`config.mk`:
```
export PLATFORM = sky130hd
export DESIGN_NAME = pacc_top
export DESIGN_NICKNAME = d
export VERILOG_FILES = /design/src/rtl/pacc_pkg.sv /design/src/rtl/pacc_delay.sv /design/src/rtl/pacc_slice.sv /design/src/rtl/pacc_top.sv
export SDC_FILE = /design/constraint.sdc
export NUM_CORES = 1
export LEC_CHECK = 0
export ABC_AREA = 1
export BUFFER_PORTS_ARGS = -buffer_cell sky130_fd_sc_hd__clkbuf_2
export CORE_MARGIN = 4
export CORE_UTILIZATION = 59
export DETAILED_ROUTE_END_ITERATION = 10
export PLACE_DENSITY = 0.78
export SLEW_MARGIN = 15
export SYNTH_ARGS = -nofsm -noshare
export SYNTH_HDL_FRONTEND = slang
export SYNTH_SLANG_ARGS = --single-unit
```
`constraint.sdc`:
```
create_clock -name clk -period 2.63 [get_ports clk]
set_clock_uncertainty 0.2 [all_clocks]
set_input_delay 0.263 -clock clk [delete_from_list [all_inputs] [get_ports clk]]
set_output_delay 0.263 -clock clk [all_outputs]
set_load 0.01 [all_outputs]
```
`src/rtl/pacc_pkg.sv`:
```
package pacc_pkg;
    // How the increment reaches each slice
    typedef enum logic {
        INC_DIRECT = 1'b0,   // all slices see inc_i in the same cycle
        INC_SKEWED = 1'b1    // slice s sees inc_i s enabled cycles late
    } inc_mode_e;
endpackage

```
`src/rtl/pacc_delay.sv`:
```
module pacc_delay #(
    parameter int W     = 8,
    parameter int DEPTH = 1
) (
    input  logic         clk,
    input  logic         rst,
    input  logic         en,
    input  logic [W-1:0] d_i,
    output logic [W-1:0] d_o
);
    generate
        if (DEPTH == 0) begin : g_pass
            assign d_o = d_i;
        end else begin : g_line
            logic [W-1:0] stage_q [DEPTH];
            always_ff @(posedge clk) begin
                if (rst) begin
                    for (int j = 0; j < DEPTH; j++) stage_q[j] <= '0;
                end else if (en) begin
                    stage_q[0] <= d_i;
                    for (int j = 1; j < DEPTH; j++) stage_q[j] <= stage_q[j-1];
                end
            end
            assign d_o = stage_q[DEPTH-1];
        end
    endgenerate
endmodule

```
`src/rtl/pacc_slice.sv`:
```
module pacc_slice #(
    parameter int W    = 8,
    parameter bit LAST = 1'b0
) (
    input  logic         clk,
    input  logic         rst,
    input  logic         en,
    input  logic         cin,
    input  logic [W-1:0] inc,
    output logic [W-1:0] phase,
    output logic         cout
);
    logic [W-1:0] phase_q;

    generate
        if (LAST) begin : g_top
            // carry out of the top slice is dropped: modulo 2^PHASE_W
            logic [W-1:0] sum_w;
            assign sum_w = phase_q + inc + W'(cin);
            always_ff @(posedge clk) begin
                if (rst)     phase_q <= '0;
                else if (en) phase_q <= sum_w;
            end
            assign cout = 1'b0;
        end else begin : g_mid
            logic [W:0] sum_w;
            logic       cy_q;
            assign sum_w = {1'b0, phase_q} + {1'b0, inc} + {{W{1'b0}}, cin};
            always_ff @(posedge clk) begin
                if (rst) begin
                    phase_q <= '0;
                    cy_q    <= 1'b0;
                end else if (en) begin
                    phase_q <= sum_w[W-1:0];
                    cy_q    <= sum_w[W];
                end
            end
            assign cout = cy_q;
        end
    endgenerate

    assign phase = phase_q;
endmodule

```
`src/rtl/pacc_top.sv`:
```
module pacc_top
    import pacc_pkg::*;
#(
    parameter int        PHASE_W  = 32,
    parameter int        SLICE_W  = 8,
    parameter inc_mode_e INC_MODE = INC_SKEWED
) (
    input  logic               clk,
    input  logic               rst,
    input  logic               en,
    input  logic [PHASE_W-1:0] inc_i,
    output logic [PHASE_W-1:0] phase_o,
    output logic               sq_o
);
    localparam int NSL = PHASE_W / SLICE_W;
    localparam int LAT = NSL - 1;

    logic [NSL:0]         cy_chain;
    logic                 top_carry_unused;
    logic [SLICE_W-1:0]   inc_s   [NSL];
    logic [SLICE_W-1:0]   raw_s   [NSL];

    assign cy_chain[0]      = 1'b0;
    assign top_carry_unused = cy_chain[NSL];

    generate
        for (genvar s = 0; s < NSL; s++) begin : g_sl
            // increment bits for this slice
            if (INC_MODE == INC_SKEWED) begin : g_skew
                pacc_delay #(.W(SLICE_W), .DEPTH(s)) u_skew (
                    .clk (clk),
                    .rst (rst),
                    .en  (en),
                    .d_i (inc_i[s*SLICE_W +: SLICE_W]),
                    .d_o (inc_s[s])
                );
            end else begin : g_direct
                assign inc_s[s] = inc_i[s*SLICE_W +: SLICE_W];
            end

            pacc_slice #(.W(SLICE_W), .LAST(s == NSL-1)) u_slice (
                .clk   (clk),
                .rst   (rst),
                .en    (en),
                .cin   (cy_chain[s]),
                .inc   (inc_s[s]),
                .phase (raw_s[s]),
                .cout  (cy_chain[s+1])
            );

            // realign: slice s runs s cycles behind slice 0
            pacc_delay #(.W(SLICE_W), .DEPTH(LAT - s)) u_deskew (
                .clk (clk),
                .rst (rst),
                .en  (en),
                .d_i (raw_s[s]),
                .d_o (phase_o[s*SLICE_W +: SLICE_W])
            );
        end
    endgenerate

    assign sq_o = phase_o[PHASE_W-1];
endmodule

```
## Yosys cells after proc, flatten, opt, wreduce, memory -nomap -nowiden

Memories as Yosys holds them, arrays and structs flattened.
Cells that the tools add are included.

- Memory bits (writable): 96
- Flip-flop bits (word level): 35
- Memories kept: 6

- Add/subtract/negate cells: 7
- Bitwise gates (word level): 10
- Mux-type cells: 19
- Reduce and logical (&&, ||, !) cells: 2

Memory list:

| name | depth | bits a word | read ports | clocked after memory_dff | write ports | line | text |
|---|---|---|---|---|---|---|---|
| g_sl[0].u_deskew.g_line.stage_q | 3 | 8 | 3 | 0 | 3 | pacc_delay.sv:15 | `logic [W-1:0] stage_q [DEPTH];` |
| g_sl[3].g_skew.u_skew.g_line.stage_q | 3 | 8 | 3 | 0 | 3 | pacc_delay.sv:15 |  |
| g_sl[1].u_deskew.g_line.stage_q | 2 | 8 | 2 | 0 | 2 | pacc_delay.sv:15 |  |
| g_sl[2].g_skew.u_skew.g_line.stage_q | 2 | 8 | 2 | 0 | 2 | pacc_delay.sv:15 |  |
| g_sl[1].g_skew.u_skew.g_line.stage_q | 1 | 8 | 1 | 0 | 1 | pacc_delay.sv:15 |  |
| g_sl[2].u_deskew.g_line.stage_q | 1 | 8 | 1 | 0 | 1 | pacc_delay.sv:15 |  |

Operator list:

| cell | number |
|---|---|
| 2-to-1 mux 8 bit | 12 |
| adder 8 x 8 -> 9 bit | 3 |
| adder 9 x 1 -> 9 bit | 2 |
| OR reduction 8 bit | 2 |
| bitwise OR 1 bit | 10 |
| adder 8 x 1 -> 8 bit | 1 |
| adder 8 bit | 1 |
| 2-to-1 mux 1 bit | 7 |

## Depth between registers and ports, before layout

- Word-level depth: 5
- Depth in mapped cells: 11
- Mapped depth without buffers: 11

## Modules after synthesis

Synthesis repeated with hierarchy kept, for this count alone.

- Cells, all modules: 769
- Area, all modules: 7,118.1 µm²

By module, submodules not included:

| module | instances | cells an instance | area an instance (µm²) |
|---|---|---|---|
| pacc_delay (g_sl[0].u_deskew ...) | 2 | 85 | 1,054.8 |
| pacc_delay (g_sl[1].u_deskew ...) | 2 | 60 | 723.2 |
| pacc_slice (g_sl[1].u_slice ...) | 2 | 102 | 699.4 |
| pacc_slice (g_sl[0].u_slice) | 1 | 102 | 704.4 |
| pacc_slice (g_sl[3].u_slice) | 1 | 101 | 694.4 |
| pacc_delay (g_sl[1].g_skew.u_skew ...) | 2 | 27 | 316.6 |
| pacc_delay (g_sl[0].g_skew.u_skew ...) | 2 | 8 | 60.1 |
| pacc_top | 1 | 2 | 11.3 |

## Least setup slack after synthesis

Ideal clock, no wire load.

- Path type: input-to-reg
- From: input port en
- To: memory g_sl[0].u_deskew.g_line.stage_q[0][0], enable pin
- Setup slack: 0.386 ns
- Arrival: 1.629 ns
- Library setup time: 0.414 ns
- Cell stages on the path: 3
- Buffers on the path: 1
- Cell sequence: nor2_2 -> inv_1 -> buf_2

RTL lines:

| what | line | text |
|---|---|---|
| from (decl) | pacc_top.sv:10 | `input logic en,` |
| to (decl) | pacc_delay.sv:15 |  |

==> flow_summary.toml <==
[synth]
yosys_most_used_dff = "edfxtp_1"
syn_area_per_cell_sq_um = 9.20
synth_top_area_cell = "edfxtp_1"
yosysWarnings = 0
yosysMostFrequentCell = "inv_1"
synth_cell_type_count = 27
synth_top_cell_area_share = 0.458
ys_ff_latch = 131
synth.cell_area_sq_mm = 0.00629
synth_edf_count = 96
netlist_top_cells_area = "edfxtp_1, dfxtp_1, inv_1"
async_flop_share = 0
yosysSeqAreaShare = 0.570
synth_common_cells = "inv_1, nand2_1, nor2_1"
synthCells = 684
synth_nets = 754

[timing]
period_share = 0.796
final_max_slew_viol_count = 0
setup_tns_ps = 0
tightest_slew_ps = 577
fmaxAchievable_mhz = 478
setup_violations = 0
hold_viol_final = 0
max-slew-margin-rel = 0.615
rsz0062_at_grt = "no"
fin_crit_ps = 2090

[detailed_routing]
vias = 4575
post_drt_wl_per_cell_um = 12.9
first_pass_iters = 5
ant_nets = 0
vias_per_cell = 5.00
wl_um = 11800
drc = 0
drtIter0Drc = 226

[die]
coreArea_sq_mm = 0.0104
fp.dieW_um = 111
start_util = 0.607
rows = 37
pin_count = 68
die_h_um = 111
dieArea_sq_mm = 0.0124

[worst_setup_path]
start_kind = "flip-flop"
path_max_fanout = 3
slowest_stage = "fa_1"
crit_chain = "fa_1 -> inv_1 -> fa_1 -> inv_1 -> nand2_1 -> nand2_1 -> and2_4 -> or2_0 -> nand3_1 -> nand2_1"
reg2reg_depth = 10
max_stage_delay_ps = 420
cp.arrival_ps = 2300
crit_path_frequent_cell = "nand2_1"
crit_path_end_kind = "flip-flop"
path_class = "flip-flop to flip-flop"
required_ps = 2840

[clock_network]
cts_tree = "built"
cts-htree-levels = 4
postCtsHoldBufs = 26
clock_path_buffers = 2
cts_inserted_buffers = 17
postCtsSetupBuffers = 0
root_buffer = "clkbuf_8"
cts_resized = 0
cts.sinks = 131
clkSlewWorstSetupHoldPaths_ps = 60
insertion_delay_ps = 520

[global_routing]
grt_overflow = 0
gr-usage-all-layers = 0.203
grt_pass1_wl_um = 20300
grt_pass1_vias = 4647
antenna_found_initial = 0
grt_max_degree = 64

[pwr]
power.total_mw = 5.21
p_leak_nw = 3.58
ir_drop_mv = 0.417
power_per_cell_area_mw_per_mm2 = 698

[finish]
final_layout_size_suffix_gt1_frac = 0.136
diodes = 0
area_growth_pct = 18.5
nNetsFinal = 836

[worst_hold_path]
hold_class = "primary input to flip-flop"
min_path_cells = 4

[place]
gp_congestion = 0.806
dp_hpwl_um = 7410
port_buffers = 67

[run_status]
outcome = "finished, final reports clean"

[flow_run]
max_cap_viol_count = 0
==> layer usage <==
| metal | global-route usage | routed length [um] | up-vias |
|---|---|---|---|
| met1 | 0.233 | 4840 | 2136 |
| met3 | 0.0606 | 569 | 25 |
| li1 | - | - | 2290 |
| met4 | 0.0827 | 265 | 0 |
| met2 | 0.355 | 6130 | 124 |
| met5 | 0 | 0 | - |
==> cell type report <==
type                       instances  area (sq um)
clock buffer                      24           450
clock inverter                     8          87.6
multi-input combinational        377          1970
sequential                       131          3580
inverter                         142           536
fill                             721          2910
timing repair buffer              97           663
tap                              136           170
==> path summary, 6_finish.rpt <==
kind | startpoint | to | slack [ps]
worst max-delay path | g_sl[2].g_skew.u_skew.g_line.stage_q[0][8] | g_sl[2].u_slice.phase[4] | 540
worst min-delay path | inc_i[1] | g_sl[0].u_slice.phase[1] | 20
worst min register to register | g_sl[3].u_slice.phase[5] | g_sl[3].u_slice.phase[5] | 280
worst max register to register | g_sl[2].g_skew.u_skew.g_line.stage_q[0][8] | g_sl[2].u_slice.phase[4] | 540
==> worst max-delay path, delay by kind of cell (launching register included) <==
family	cells	cell delay, ps
AND/OR/NAND/NOR	6	670
adder cells (fa/ha/maj)	2	580
flip-flops	1	400
buffers and inverters	2	130
==> registers in the layout, summed over array words and instances (netlist names) <==
register and flops:
g_sl.u_slice.cout 3, g_sl.g_skew.u_skew.g_line.stage_q 48, g_sl.u_deskew.g_line.stage_q 48, g_sl.u_slice.phase 32
==> cell usage in the layout (no fill, tap or decap), drive strengths merged, types with 9 or more instances in the layout <==
cell type and n:
inv 142, nand2 126, nor2 118, edfxtp 96, clkbuf 91, dfxtp 35
nand3 32, ha 28, dlygate4sd3 26, o21ai 18, a21oi 16, or2 9
==> through the flow <==
stage	instances	setup slack, ps	hold WS [ps]	cell area (sq um)	util
floorplan	684	386	245	6290	-
global placement	857	679	262	6660	0.642
detailed placement	857	604	270	6660	0.642
CTS	915	540	3.03	7460	0.719
global route	915	428	18.3	7460	0.719
finish	915	537	17.7	7460	0.719
==> power by group <==
part           switching (mW)  internal, mW
logic                   0.363         0.241
clock network           0.801          1.36
registers              0.0683          2.37
==> cell families (layout without fill, tap and decap cells) <==
| logic type | count (synthesis) | after routing | share of synthesized area |
|---|---|---|---|
| AOI/OAI and AO/OA | 43 | 43 | 0.0364 |
| xor gates and xnor gates | 1 | 1 | 0.00139 |
| adders and majority gates | 35 | 35 | 0.0780 |
| buffers and inverters | 176 | 271 | 0.119 |
| DFF | 131 | 131 | 0.570 |
| and+or+nand+nor | 298 | 298 | 0.196 |
Power figures use the tool's default switching activity.
